### src/rtl/smag_pkg.sv
package smag_pkg;
  // Which magnitude result feeds the output
  typedef enum logic [1:0] {
    PATH_SUM  = 2'd0,  // same effective sign: |a| + |b|
    PATH_AMB  = 2'd1,  // |a| >= |b|, signs differ: |a| - |b|
    PATH_BMA  = 2'd2   // |b| >  |a|, signs differ: |b| - |a|
  } smag_path_e;
endpackage

### src/rtl/smag_fa.sv
module smag_fa (
  input  logic a,
  input  logic b,
  input  logic ci,
  output logic s,
  output logic co
);
  assign s  = a ^ b ^ ci;
  assign co = (a & b) | (a & ci) | (b & ci);
endmodule

### src/rtl/smag_ripple.sv
module smag_ripple #(
  parameter int N = 7
) (
  input  logic [N-1:0] a,
  input  logic [N-1:0] b,
  input  logic         ci,
  output logic [N-1:0] s,
  output logic         co
);
  logic [N:0] carry;
  assign carry[0] = ci;

  for (genvar i = 0; i < N; i++) begin : g_stage
    smag_fa u_fa (
      .a  (a[i]),
      .b  (b[i]),
      .ci (carry[i]),
      .s  (s[i]),
      .co (carry[i+1])
    );
  end

  assign co = carry[N];
endmodule

### src/rtl/smag_core.sv
module smag_core
  import smag_pkg::*;
#(
  parameter int WIDTH = 8
) (
  input  logic [WIDTH-1:0] a,
  input  logic [WIDTH-1:0] b,
  input  logic             sub,
  output logic [WIDTH-1:0] res,
  output logic             ovf,
  output logic             zero
);
  localparam int M = WIDTH - 1;

  logic         sgn_a, sgn_b;
  logic [M-1:0] mag_a, mag_b;
  logic [M-1:0] sum_m, amb_m, bma_m;
  logic         sum_c, a_ge_b, bma_c;
  logic [M-1:0] mag_sel;
  logic         sgn_sel;
  smag_path_e   path;

  assign sgn_a = a[WIDTH-1];
  assign sgn_b = b[WIDTH-1] ^ sub;   // subtract = flip sign of b
  assign mag_a = a[M-1:0];
  assign mag_b = b[M-1:0];

  // |a| + |b|
  smag_ripple #(.N(M)) u_sum (
    .a (mag_a), .b (mag_b), .ci (1'b0), .s (sum_m), .co (sum_c)
  );
  // |a| - |b|; carry out set when |a| >= |b|
  smag_ripple #(.N(M)) u_amb (
    .a (mag_a), .b (~mag_b), .ci (1'b1), .s (amb_m), .co (a_ge_b)
  );
  // |b| - |a|
  smag_ripple #(.N(M)) u_bma (
    .a (mag_b), .b (~mag_a), .ci (1'b1), .s (bma_m), .co (bma_c)
  );

  always_comb begin
    if (sgn_a == sgn_b)  path = PATH_SUM;
    else if (a_ge_b)     path = PATH_AMB;
    else                 path = PATH_BMA;
  end

  always_comb begin
    unique case (path)
      PATH_SUM: begin mag_sel = sum_m; sgn_sel = sgn_a; end
      PATH_AMB: begin mag_sel = amb_m; sgn_sel = sgn_a; end
      default:  begin mag_sel = bma_m; sgn_sel = sgn_b; end
    endcase
  end

  logic unused_c;
  assign unused_c = bma_c;

  assign ovf  = (path == PATH_SUM) & sum_c;
  assign zero = ~ovf & (mag_sel == '0);
  assign res  = {sgn_sel & ~zero, mag_sel};
endmodule

### src/rtl/smag_addsub.sv
module smag_addsub #(
  parameter int WIDTH      = 8,
  parameter bit REGISTERED = 1'b1
) (
  input  logic             clk,
  input  logic             rst_n,
  input  logic [WIDTH-1:0] op_a,
  input  logic [WIDTH-1:0] op_b,
  input  logic             sub_i,
  output logic [WIDTH-1:0] res_o,
  output logic             ovf_o,
  output logic             zero_o
);
  logic [WIDTH-1:0] res_d;
  logic             ovf_d, zero_d;

  smag_core #(.WIDTH(WIDTH)) u_core (
    .a    (op_a),
    .b    (op_b),
    .sub  (sub_i),
    .res  (res_d),
    .ovf  (ovf_d),
    .zero (zero_d)
  );

  if (REGISTERED) begin : g_reg
    logic [1:0]       rst_sync_q;
    logic             rst_int_n;
    logic             cap_en;
    logic [WIDTH-1:0] res_q;
    logic             ovf_q, zero_q;

    always_ff @(posedge clk or negedge rst_n) begin
      if (!rst_n) rst_sync_q <= 2'b00;
      else        rst_sync_q <= {rst_sync_q[0], 1'b1};
    end
    assign rst_int_n = rst_sync_q[1];
    assign cap_en    = 1'b1;

    always_ff @(posedge clk or negedge rst_int_n) begin
      if (!rst_int_n) begin
        res_q  <= '0;
        ovf_q  <= 1'b0;
        zero_q <= 1'b0;
      end else if (cap_en) begin
        res_q  <= res_d;
        ovf_q  <= ovf_d;
        zero_q <= zero_d;
      end
    end

    assign res_o  = res_q;
    assign ovf_o  = ovf_q;
    assign zero_o = zero_q;
  end else begin : g_comb
    logic unused_clk;
    assign unused_clk = clk ^ rst_n;
    assign res_o  = res_d;
    assign ovf_o  = ovf_d;
    assign zero_o = zero_d;
  end
endmodule

### config.mk
export PLATFORM = sky130hd
export DESIGN_NAME = smag_addsub
export DESIGN_NICKNAME = d
export VERILOG_FILES = /design/src/rtl/smag_pkg.sv /design/src/rtl/smag_fa.sv /design/src/rtl/smag_ripple.sv /design/src/rtl/smag_core.sv /design/src/rtl/smag_addsub.sv
export SDC_FILE = /design/constraint.sdc
export NUM_CORES = 1
export LEC_CHECK = 0
export ABC_AREA = 1
export BUFFER_PORTS_ARGS = -buffer_cell sky130_fd_sc_hd__buf_2
export CAP_MARGIN = 20
export CORE_ASPECT_RATIO = 1.2
export CORE_MARGIN = 1.5
export CORE_UTILIZATION = 40
export CTS_CLUSTER_SIZE = 12
export DETAILED_ROUTE_END_ITERATION = 10
export GPL_ROUTABILITY_DRIVEN = 0
export PLACE_DENSITY_LB_ADDON = 0.08
export SLEW_MARGIN = 20
export SYNTH_ARGS = -nofsm -noshare
export SYNTH_HDL_FRONTEND = slang
export SYNTH_SLANG_ARGS = --single-unit
### constraint.sdc
create_clock -name clk -period 1.05 [get_ports clk]
set_clock_uncertainty 0.15 [all_clocks]
set_input_delay 0.0525 -clock clk [delete_from_list [all_inputs] [get_ports clk]]
set_output_delay 0.0525 -clock clk [all_outputs]
set_load 0.02 [all_outputs]
== Word level (Yosys, flattened, before mapping) ==
Index checks and enable logic that the tools add are counted.
W data, S select, Z words.
Word-level totals
  bits of input ports: 19
  word-level logic and storage cells: 154
  register bits: 12
Operators by class
  mux-type cells: 4
  equal/unequal tests: 2
  reduce and logical (&&, ||, !) cells: 3
  bitwise logic cells: 141
Operators by type and width (number)
  $and A1 B1 Y1: 57
  $xor A1 B1 Y1: 40
  $or A1 B1 Y1: 38
  $not A7 Y7: 2
  $pmux W7 S2: 1
  $logic_not A7 Y1: 1
  $mux W2: 2
  $not A1 Y1: 4
  $eq A2 B1 Y1 const B: 1
  $logic_not A2 Y1: 1
  $reduce_or A2 Y1: 1
  $eq A1 B1 Y1: 1
  $mux W1: 1

== Depth between registers and ports, before layout ==
Gate-level depths: netlist (run 1).
  word-level depth: 30
  mapped depth: 16
  gate-level depth less buffers: 16

== Hierarchy ==
A second synthesis (run 1) with hierarchy kept.
Second synthesis, totals
  cell total of the unflattened synthesis: 105
  area total of the unflattened synthesis: 1157.4 um^2
Modules (own cells, without submodules)
  smag_core: seq. area each 0.0 um^2, cells each 71, area an instance 432.9 um^2, times used 1
  smag_fa: seq. area each 0.0 um^2, cells each 1, area an instance 20.0 um^2, times used 21
  smag_addsub: seq. area each 300.3 um^2, cells each 13, area an instance 304.0 um^2, times used 1

== Worst setup path before layout (run 1) ==
Ideal clock, no wire load.
  path type: input to register
  start point: in op_a[0]
  end point: reg g_reg.res_q[7] (netlist: res_o[7])
  stages: 16
  data arrival time: 3193 ps
  setup time: 69 ps
  setup slack: -2362 ps
  cell sequence: inv_1 > ha_1 > inv_1 > fa_1 > fa_1 > fa_1 > fa_1 > fa_1 > fa_1 > inv_1 > nand4_1 > nand3_1 > nor2_1 > nand2_1 > nor2_2 > nor2_2
Between the ends
  word-level cells in the longest chain between the ends: 29
RTL lines
  start: declaration: RTL line smag_addsub.sv:7  | input logic [WIDTH-1:0] op_a,
  $and A1 B1 Y1: RTL line smag_fa.sv:9  | assign co = (a & b) | (a & ci) | (b & ci);
  $or A1 B1 Y1 (2 in a row): RTL line smag_fa.sv:9
  $and A1 B1 Y1: RTL line smag_fa.sv:9
  $or A1 B1 Y1 (2 in a row): RTL line smag_fa.sv:9
  $and A1 B1 Y1: RTL line smag_fa.sv:9
  $or A1 B1 Y1 (2 in a row): RTL line smag_fa.sv:9
  $and A1 B1 Y1: RTL line smag_fa.sv:9
  $or A1 B1 Y1 (2 in a row): RTL line smag_fa.sv:9
  [12 not listed]
  $pmux W7 S2 *: RTL line smag_core.sv:48  | unique case (path)
  via res_d[4]: RTL line smag_addsub.sv:14  | logic [WIDTH-1:0] res_d;
  $logic_not A7 Y1 *: RTL line smag_core.sv:59  | assign zero = ~ovf & (mag_sel == '0);
  $and A1 B1 Y1 *: RTL line smag_core.sv:59
  via u_core.zero: RTL line smag_core.sv:11  | output logic zero
  $not A1 Y1 *: RTL line smag_core.sv:60  | assign res = {sgn_sel & ~zero, mag_sel};
  $and A1 B1 Y1 *: RTL line smag_core.sv:60
  via res_d[7]: RTL line smag_addsub.sv:14
  end signal: assignment: RTL line smag_addsub.sv:46  | res_q <= res_d;
  end: declaration: RTL line smag_addsub.sv:30  | logic [WIDTH-1:0] res_q;
Mark *: on every way through the listed nets, which the timed path passes. The rest lies on a longest branch.

== Worst setup path after layout (run 1) ==
  start point: in op_a[0]
  end point: reg g_reg.res_q[7] (netlist: res_o[7])
Between the ends
  word-level cells in the longest chain between the ends: 29
RTL lines (RTL line)
  $and A1 B1 Y1: smag_fa.sv:9
  $or A1 B1 Y1 (2 in a row): smag_fa.sv:9
  $and A1 B1 Y1: smag_fa.sv:9
  $or A1 B1 Y1 (2 in a row): smag_fa.sv:9
  $and A1 B1 Y1: smag_fa.sv:9
  $or A1 B1 Y1 (2 in a row): smag_fa.sv:9
  $and A1 B1 Y1: smag_fa.sv:9
  $or A1 B1 Y1 (2 in a row): smag_fa.sv:9
  [11 not listed]
  $eq A2 B1 Y1 or $logic_not A2 Y1 (tied branches): smag_core.sv:48, smag_core.sv:58
  $pmux W7 S2 or $and A1 B1 Y1 (tied branches): smag_core.sv:48, smag_core.sv:58
  $logic_not A7 Y1 or $not A1 Y1 (tied branches): smag_core.sv:59
  $and A1 B1 Y1 *: smag_core.sv:59
  via u_core.zero: smag_core.sv:11
  $not A1 Y1 *: smag_core.sv:60
  $and A1 B1 Y1 *: smag_core.sv:60
  via res_d[7]: smag_addsub.sv:14
Marked as above.

==> results of run 1 <==
## sequential cells by signal, summed over array words and instances (netlist names)
| signal | count |
|---|---|
| ovf_o | 1 |
| res_o | 8 |
| g_reg.rst_sync_q | 2 |
| zero_o | 1 |
## timing repair
action,CTS,global route
hold endpoints to repair,4,0
pin swaps,3,8
resized for setup,11,7
setup buffers,0,4
hold buffers,4,0
setup endpoints to repair,9,10
## power by group through the flow
| stage | Clock (µW) | Sequential (µW) | Combinational [µW] |
|---|---|---|---|
| after floorplan | 0 | 658 | 387 |
| after detailed placement | 0 | 564 | 759 |
| final | 247 | 554 | 854 |
| after global routing | 298 | 562 | 970 |
| after CTS | 259 | 555 | 790 |
| after global placement | 0 | 562 | 751 |
## final timing paths
| path | startpoint | endpoint | cells past startpoint |
|---|---|---|---|
| setup / recovery | op_a[0] | res_o[7]$_DFF_PN0_ | 16 |
| setup reg to reg | g_reg.rst_sync_q[0]$_DFF_PN0_ | g_reg.rst_sync_q[1]$_DFF_PN0_ | 0 |
| hold / removal | g_reg.rst_sync_q[1]$_DFF_PN0_ | ovf_o$_DFF_PN0_ | 0 |
| hold reg to reg | g_reg.rst_sync_q[1]$_DFF_PN0_ | ovf_o$_DFF_PN0_ | 0 |
| min in group clk | op_a[6] | ovf_o$_DFF_PN0_ | 4 |
| max in group asynchronous | rst_n | g_reg.rst_sync_q[0]$_DFF_PN0_ | 3 |
## cells by family (layout without fill, tap and decap cells)
family	count (synthesis)	after routing	share of synthesized area
and+or+nand+nor	46	46	0.2192
buffers and inverters	41	91	0.1510
adders and majority gates	21	21	0.3490
DFF	12	12	0.2685
AOI/OAI and AO/OA	2	2	0.008949
other	1	1	0.003352
## critical path: cells and delay by family
kind          cells  cell delay, ps
simple gates      6             560
fa+ha+maj         7            2260
buf+inv           3             190
## stage by stage
stage	setup TNS (ps)	util	instance area [µm²]	instances
6_report	-16390	0.6106	1589	206
2_1_floorplan	-16520	-	1169	123
3_3_place_gp	-19490	0.5524	1438	195
3_5_place_dp	-19890	0.5524	1438	195
4_1_cts	-16190	0.5918	1540	202
5_1_grt	-17040	0.6106	1589	206
## placed cells by master (no fill, tap or decap), types with 2 or more instances in the layout
master                          count
sky130_fd_sc_hd__nand2_1           18
sky130_fd_sc_hd__fa_2              13
sky130_fd_sc_hd__nand3_2            5
sky130_fd_sc_hd__o21ai_0            2
sky130_fd_sc_hd__nand3_1            2
sky130_fd_sc_hd__buf_12             2
sky130_fd_sc_hd__nand4_1            9
sky130_fd_sc_hd__inv_1             34
sky130_fd_sc_hd__buf_4             16
sky130_fd_sc_hd__dlygate4sd3_1      3
sky130_fd_sc_hd__fa_1               4
sky130_fd_sc_hd__clkbuf_4           3
sky130_fd_sc_hd__buf_2             26
sky130_fd_sc_hd__inv_2              3
sky130_fd_sc_hd__ha_1               2
sky130_fd_sc_hd__ha_4               2
sky130_fd_sc_hd__nor2_1             5
sky130_fd_sc_hd__nor2_2             6
sky130_fd_sc_hd__dfrtp_1           12
## synthesized netlist by cell type
master / count
sky130_fd_sc_hd__nand3_4: 1
sky130_fd_sc_hd__nand3_1: 4
sky130_fd_sc_hd__o21ai_0: 2
sky130_fd_sc_hd__dfrtp_1: 12
sky130_fd_sc_hd__conb_1: 1
sky130_fd_sc_hd__nand2_1: 18
sky130_fd_sc_hd__nand4_1: 9
sky130_fd_sc_hd__inv_1: 39
sky130_fd_sc_hd__buf_6: 2
sky130_fd_sc_hd__nor2_2: 5
sky130_fd_sc_hd__fa_1: 17
sky130_fd_sc_hd__nand3_2: 3
sky130_fd_sc_hd__ha_1: 4
sky130_fd_sc_hd__nor2_1: 6
## layer usage
layer | share of wire | GRT usage | up-vias | wire (µm)
met1 | 0.37 | 0.1563 | 408 | 730
met2 | 0.58 | 0.3061 | 18 | 1153
met5 | 0 | 0 | - | 0
met4 | 0.021 | 0.07895 | 0 | 42
met3 | 0.032 | 0.01478 | 4 | 63
li1 | - | - | 461 | -
## final cells by class
type	instances	area (µm²)	share of cell area
multi-input cells	70	719.4	0.4528
repair buffers	49	344.1	0.2165
flip-flops and latches	12	300.3	0.1890
inverters	39	161.4	0.1016
well taps	33	41.29	0.02598
clock buffers	3	22.52	0.01417
==> impl_metrics.prom, run 1 <==
# TYPE chip_impl_metric gauge
chip_impl_metric{name="detail_route.drc_violations",unit=""} 0
chip_impl_info{name="critPathCaptureType",value="flop"} 1
chip_impl_metric{name="die_w",unit="µm"} 51.28
chip_impl_metric{name="insertion_delay",unit="ps"} 250
chip_impl_metric{name="syn_inst",unit=""} 123
chip_impl_info{name="worst_path_most_repeated_cell",value="sky130_fd_sc_hd__fa_2"} 1
chip_impl_info{name="critPathSlowestCell",value="sky130_fd_sc_hd__fa_2"} 1
chip_impl_metric{name="switchingPower",unit="µW"} 594.7
chip_impl_metric{name="clkSlewWorstSetupHoldPaths",unit="ps"} 60
chip_impl_metric{name="hold_violations",unit=""} 10
chip_impl_metric{name="floorplan.initialDensity",unit=""} 0.4298
chip_impl_metric{name="grt_pass1_vias",unit=""} 897
chip_impl_metric{name="synth_fp_nets",unit=""} 163
chip_impl_metric{name="grt.overflow.total",unit=""} 0
chip_impl_info{name="cts_tree",value="built"} 1
chip_impl_metric{name="clockPowerShare",unit=""} 0.149
chip_impl_metric{name="comb_power_share",unit=""} 0.516
chip_impl_metric{name="n_fill_cell",unit=""} 245
chip_impl_metric{name="post_drt_via_cell_ratio",unit=""} 4.325
chip_impl_metric{name="num_vias",unit=""} 891
chip_impl_metric{name="post-synth-top-area-fraction",unit=""} 0.3043
chip_impl_metric{name="final_layout_size_suffix_gt1_frac",unit=""} 0.4624
chip_impl_metric{name="total_power",unit="µW"} 1655
chip_impl_metric{name="reg_power_frac",unit=""} 0.335
chip_impl_metric{name="worst-endpoint-required",unit="ps"} 1040
chip_impl_metric{name="synth.yosys.seq_area_share",unit=""} 0.2685
chip_impl_metric{name="core_region_area",unit="µm²"} 2603
chip_impl_metric{name="crit_path_max_incr_delay",unit="ps"} 430
chip_impl_metric{name="wl_per_cell",unit="µm"} 9.660
chip_impl_info{name="ws_path_type",value="in -> reg"} 1
chip_impl_metric{name="yosys_warnings",unit=""} 0
chip_impl_metric{name="final.setup.worst_slack",unit="ps"} -2029
chip_impl_info{name="synth.top_cells.by_area",value="sky130_fd_sc_hd__fa_1, sky130_fd_sc_hd__dfrtp_1, sky130_fd_sc_hd__inv_1"} 1
chip_impl_metric{name="h_tree_depth",unit=""} 1
chip_impl_metric{name="leakagePower",unit="µW"} 0.0008693
chip_impl_metric{name="cts_made_buffers",unit=""} 3
chip_impl_info{name="run_status",value="finished with violations"} 1
chip_impl_metric{name="drt-pass1-iter-count",unit=""} 4
chip_impl_metric{name="boundaryPins",unit=""} 29
chip_impl_metric{name="iteration_0_drc_markers",unit=""} 11
chip_impl_metric{name="yosys.cell_types.count",unit=""} 14
chip_impl_metric{name="numClockSinks",unit=""} 12
chip_impl_metric{name="cts.path.max_buffers",unit=""} 2
chip_impl_metric{name="post-place-ws",unit="ps"} -2451
chip_impl_metric{name="max-vdd-ir-drop",unit="µV"} 786.4
chip_impl_metric{name="grt_pass1_wl",unit="µm"} 3491
chip_impl_metric{name="timing.critical_path.arrival",unit="ps"} 3070
chip_impl_info{name="grt_setup_unrepaired",value="true"} 1
chip_impl_info{name="violations_in_the_final_reports",value="negative hold slack, negative setup slack"} 1
chip_impl_metric{name="power-per-cell-area",unit="nW/µm²"} 1041
chip_impl_info{name="worst_hold_path_type",value="reg -> async"} 1
chip_impl_metric{name="die-area",unit="µm²"} 3124
chip_impl_metric{name="num_antenna_cells",unit=""} 0
chip_impl_metric{name="hpwl",unit="µm"} 1786
chip_impl_metric{name="slew_viols_final",unit=""} 0
chip_impl_metric{name="fin_crit_share",unit=""} 2.933
chip_impl_metric{name="number_of_nets_with_antenna_violations_after_detailed_routing",unit=""} 0
chip_impl_metric{name="synth_area_per_cell",unit="µm²"} 9.094
chip_impl_metric{name="cap_violations",unit=""} 0
chip_impl_info{name="start_kind",value="input pin"} 1
chip_impl_metric{name="grt_start_max_net_pins",unit=""} 11
chip_impl_metric{name="period_needed",unit="ps"} 3079
chip_impl_metric{name="intPower",unit="µW"} 1060
chip_impl_metric{name="placement.io_buffers",unit=""} 28
chip_impl_metric{name="globalRouteTotalUtil",unit=""} 0.1528
chip_impl_metric{name="worst-r2r-setup-slack",unit="ps"} 420
chip_impl_metric{name="clock.fmax",unit="MHz"} 324.8
chip_impl_metric{name="setup_violations",unit=""} 9
chip_impl_metric{name="hold_ws",unit="ps"} -4.575
chip_impl_metric{name="count_of_state_elements_after_synthesis",unit=""} 12
chip_impl_metric{name="antenna_found_initial",unit=""} 0
chip_impl_metric{name="critical_path.max_fanout",unit=""} 5
chip_impl_metric{name="syn_area",unit="µm²"} 1119
chip_impl_info{name="netlist.top_cell.by_area",value="sky130_fd_sc_hd__fa_1"} 1
chip_impl_metric{name="chipHeight",unit="µm"} 60.93
chip_impl_metric{name="nets",unit=""} 215
chip_impl_info{name="cts_root_buf",value="sky130_fd_sc_hd__clkbuf_4"} 1
chip_impl_metric{name="power.switching_fraction",unit=""} 0.3594
chip_impl_metric{name="placement_rows",unit=""} 20
chip_impl_metric{name="layout_overhead_on_the_synthesized_area",unit="%"} 42.06
chip_impl_metric{name="wirelength",unit="µm"} 1990
chip_impl_info{name="worstPathCellList",value="buf_12 -> inv_12 -> ha_4 -> inv_2 -> fa_2 -> fa_2 -> fa_2 -> fa_2 -> fa_2 -> fa_2 -> nand3_4 -> nor2_1 -> nor2_2 -> nand3_1 -> nor2_2 -> nor2_2"} 1
(Power assumes the default switching activity.)
==> inputs of run 2 (changes only) <==
--- a/config.mk
+++ b/config.mk
@@ -5,7 +5,6 @@
 export SDC_FILE = /design/constraint.sdc
 export NUM_CORES = 1
 export LEC_CHECK = 0
-export ABC_AREA = 1
 export BUFFER_PORTS_ARGS = -buffer_cell sky130_fd_sc_hd__buf_2
 export CAP_MARGIN = 20
 export CORE_ASPECT_RATIO = 1.2
==> impl_metrics.prom, run 2 <==
# TYPE chip_impl_metric gauge
chip_impl_metric{name="yosys_warnings",unit=""} 0
chip_impl_metric{name="placement_rows",unit=""} 19
chip_impl_metric{name="number_of_nets_with_antenna_violations_after_detailed_routing",unit=""} 0
chip_impl_metric{name="post_drt_via_cell_ratio",unit=""} 4.676
chip_impl_metric{name="hold_violations",unit=""} 10
chip_impl_metric{name="cap_violations",unit=""} 0
chip_impl_metric{name="n_fill_cell",unit=""} 194
chip_impl_metric{name="drt-pass1-iter-count",unit=""} 4
chip_impl_metric{name="post-place-ws",unit="ps"} -2515
chip_impl_metric{name="synth_area_per_cell",unit="µm²"} 11.12
chip_impl_metric{name="clock.fmax",unit="MHz"} 316.3
chip_impl_metric{name="slew_viols_final",unit=""} 0
chip_impl_info{name="critPathCaptureType",value="flop"} 1
chip_impl_info{name="worst_hold_path_type",value="reg -> async"} 1
chip_impl_metric{name="power-per-cell-area",unit="nW/µm²"} 1200
chip_impl_metric{name="multi_input_comb_area",unit="µm²"} 770.7
chip_impl_metric{name="fin_crit_share",unit=""} 3.011
chip_impl_metric{name="globalRouteTotalUtil",unit=""} 0.1774
chip_impl_metric{name="wirelength",unit="µm"} 2197
chip_impl_metric{name="hold_ws",unit="ps"} -3.675
chip_impl_metric{name="core_region_area",unit="µm²"} 2354
chip_impl_metric{name="num_vias",unit=""} 851
chip_impl_metric{name="die_w",unit="µm"} 49.18
chip_impl_info{name="critPathSlowestCell",value="sky130_fd_sc_hd__fa_2"} 1
chip_impl_metric{name="max-vdd-ir-drop",unit="µV"} 683.4
chip_impl_metric{name="hpwl",unit="µm"} 1830
chip_impl_metric{name="async_reset_ff_frac",unit=""} 1.000
chip_impl_info{name="start_kind",value="input pin"} 1
chip_impl_info{name="run_status",value="finished with violations"} 1
chip_impl_metric{name="grt.overflow.total",unit=""} 0
chip_impl_metric{name="timing.critical_path.arrival",unit="ps"} 3170
chip_impl_info{name="synth.top_cells.by_count",value="sky130_fd_sc_hd__inv_1, sky130_fd_sc_hd__fa_1, sky130_fd_sc_hd__dfrtp_1"} 1
chip_impl_metric{name="chipHeight",unit="µm"} 58.41
chip_impl_metric{name="synth.yosys.seq_area_share",unit=""} 0.2934
chip_impl_info{name="critical_path.top_delay_family",value="adder cells"} 1
chip_impl_metric{name="synth_edf_count",unit=""} 0
chip_impl_metric{name="syn_area",unit="µm²"} 1023
chip_impl_metric{name="critPathBufInv",unit=""} 4
chip_impl_metric{name="period_needed",unit="ps"} 3161
chip_impl_metric{name="insertion_delay",unit="ps"} 260
chip_impl_metric{name="critical_path.max_fanout",unit=""} 7
chip_impl_info{name="commonest_non_fill_non_tap_cell_in_the_layout",value="sky130_fd_sc_hd__buf_2"} 1
chip_impl_metric{name="die-area",unit="µm²"} 2872
chip_impl_metric{name="detail_route.drc_violations",unit=""} 0
chip_impl_metric{name="leakagePower",unit="µW"} 0.0007721
chip_impl_metric{name="flip_flop_count_of_the_largest_register_after_layout",unit=""} 8
chip_impl_metric{name="nets",unit=""} 192
chip_impl_info{name="worst_path_most_repeated_cell",value="sky130_fd_sc_hd__fa_2"} 1
chip_impl_metric{name="grt_pass1_vias",unit=""} 933
chip_impl_metric{name="iteration_0_drc_markers",unit=""} 14
chip_impl_metric{name="total_power",unit="µW"} 1945
chip_impl_info{name="synth.top_cells.by_area",value="sky130_fd_sc_hd__fa_1, sky130_fd_sc_hd__dfrtp_1, sky130_fd_sc_hd__inv_1"} 1
chip_impl_metric{name="placement.io_buffers",unit=""} 28
chip_impl_metric{name="wl_per_cell",unit="µm"} 12.07
chip_impl_info{name="worstPathCellList",value="buf_12 -> inv_12 -> ha_4 -> inv_2 -> fa_2 -> fa_2 -> fa_2 -> fa_2 -> fa_2 -> fa_2 -> buf_4 -> nor2b_2 -> a31o_2 -> a22oi_2 -> o21a_1"} 1
chip_impl_metric{name="yosys.cell_types.count",unit=""} 28
chip_impl_metric{name="grt_start_max_net_pins",unit=""} 12
chip_impl_metric{name="cts_made_buffers",unit=""} 3
chip_impl_info{name="synthMostInstantiatedCell",value="sky130_fd_sc_hd__inv_1"} 1
chip_impl_metric{name="crit_path_max_incr_delay",unit="ps"} 420
chip_impl_metric{name="layout_overhead_on_the_synthesized_area",unit="%"} 58.31
chip_impl_info{name="violations_in_the_final_reports",value="negative hold slack, negative setup slack"} 1
chip_impl_metric{name="floorplan.initialDensity",unit=""} 0.4349
chip_impl_metric{name="num_antenna_cells",unit=""} 0
chip_impl_metric{name="cts.path.max_buffers",unit=""} 2
chip_impl_metric{name="register_area",unit="µm²"} 300.3
chip_impl_metric{name="syn_inst",unit=""} 92
chip_impl_metric{name="tns",unit="ps"} -17590
chip_impl_info{name="synth_ff_type",value="sky130_fd_sc_hd__dfrtp_1"} 1
chip_impl_metric{name="grt_pass1_wl",unit="µm"} 3760
chip_impl_metric{name="h_tree_depth",unit=""} 1
chip_impl_metric{name="final.setup.worst_slack",unit="ps"} -2111
chip_impl_info{name="grt_setup_unrepaired",value="true"} 1
chip_impl_metric{name="worst-endpoint-required",unit="ps"} 1060
chip_impl_metric{name="synth_fp_nets",unit=""} 132
chip_impl_metric{name="count_of_state_elements_after_synthesis",unit=""} 12
chip_impl_info{name="mostFrequentLayoutCells",value="sky130_fd_sc_hd__buf_2, sky130_fd_sc_hd__buf_4, sky130_fd_sc_hd__inv_1"} 1
chip_impl_metric{name="boundaryPins",unit=""} 29
chip_impl_info{name="cts_tree",value="built"} 1
chip_impl_metric{name="post-synth-top-area-fraction",unit=""} 0.3325
chip_impl_metric{name="numClockSinks",unit=""} 12
chip_impl_info{name="netlist.top_cell.by_area",value="sky130_fd_sc_hd__fa_1"} 1
chip_impl_metric{name="setup_violations",unit=""} 9
chip_impl_metric{name="antenna_found_initial",unit=""} 0
chip_impl_info{name="cts_root_buf",value="sky130_fd_sc_hd__clkbuf_4"} 1
chip_impl_metric{name="clkSlewWorstSetupHoldPaths",unit="ps"} 70
chip_impl_info{name="ws_path_type",value="in -> reg"} 1
chip_impl_metric{name="final_layout_size_suffix_gt1_frac",unit=""} 0.6026
-- run 2: kinds of logic after synthesis --
family                   count (synthesis)  synth area share
flip-flops                              12            0.2934
AND/OR/NAND/NOR                         17           0.08803
buffers and inverters                   20           0.07456
multiplexers                             2           0.01956
adder cells (fa/ha/maj)                 21            0.3814
other                                    1          0.003664
XOR/XNOR                                 3           0.04034
AO/OA/AOI/OAI                           16           0.09901
-- run 2: worst paths after layout --
path                                               start                       endpoint  slack (ps)  depth (start not counted)
max                                              op_a[0]             res_o[7]$_DFF_PN0_       -2110                         15
max reg2reg                g_reg.rst_sync_q[0]$_DFF_PN0_  g_reg.rst_sync_q[1]$_DFF_PN0_         420                          0
max in group asynchronous                          rst_n  g_reg.rst_sync_q[1]$_DFF_PN0_         160                          3
min                        g_reg.rst_sync_q[1]$_DFF_PN0_             res_o[0]$_DFF_PN0_          -4                          0
min in group clk                                 op_b[0]               zero_o$_DFF_PN0_          90                          4
min reg2reg                g_reg.rst_sync_q[1]$_DFF_PN0_             res_o[0]$_DFF_PN0_          -4                          0
-- run 2: cell type report --
class | count | area share
Clock buffer | 4 | 0.02239
Inverter | 18 | 0.04942
Multi-Input combinational cell | 60 | 0.4757
Sequential cell | 12 | 0.1853
Tap cell | 31 | 0.02394
Timing Repair Buffer | 57 | 0.2432
-- run 2: what timing repair did --
item	4_1_cts	5_1_grt
hold endpoints to repair	3	0
pin swaps	3	0
hold buffers	3	0
setup buffers	4	0
gates resized for setup	15	6
endpoints found under the setup margin	9	9
-- run 2: through the flow --
| step | instance area, µm² | utilization | hold slack, ps | cells |
|---|---|---|---|---|
| 3_3_place_gp | 1441 | 0.6124 | -311.9 | 171 |
| 5_1_grt | 1620 | 0.6885 | 42.22 | 182 |
| 4_1_cts | 1597 | 0.6784 | 13.48 | 182 |
| 3_5_place_dp | 1441 | 0.6124 | -309.9 | 171 |
| 6_report | 1620 | 0.6885 | -3.675 | 182 |
| 2_1_floorplan | 1116 | - | -393.1 | 92 |
-- run 2: where the power goes --
part           total, µW  internal [µW]  leakage, µW  switching [µW]
logic               1030            500     0.000608             532
registers            563            541     0.000143            22.0
clock network        349            211    0.0000210             139
-- run 2: routing by layer --
metal  vias up  GRT usage  wire length [µm]
met4         0     0.1347                75
met5         -          0                 0
li1        403          -                 -
met1       418     0.1618               743
met3         8    0.02030                75
met2        22     0.3533              1303
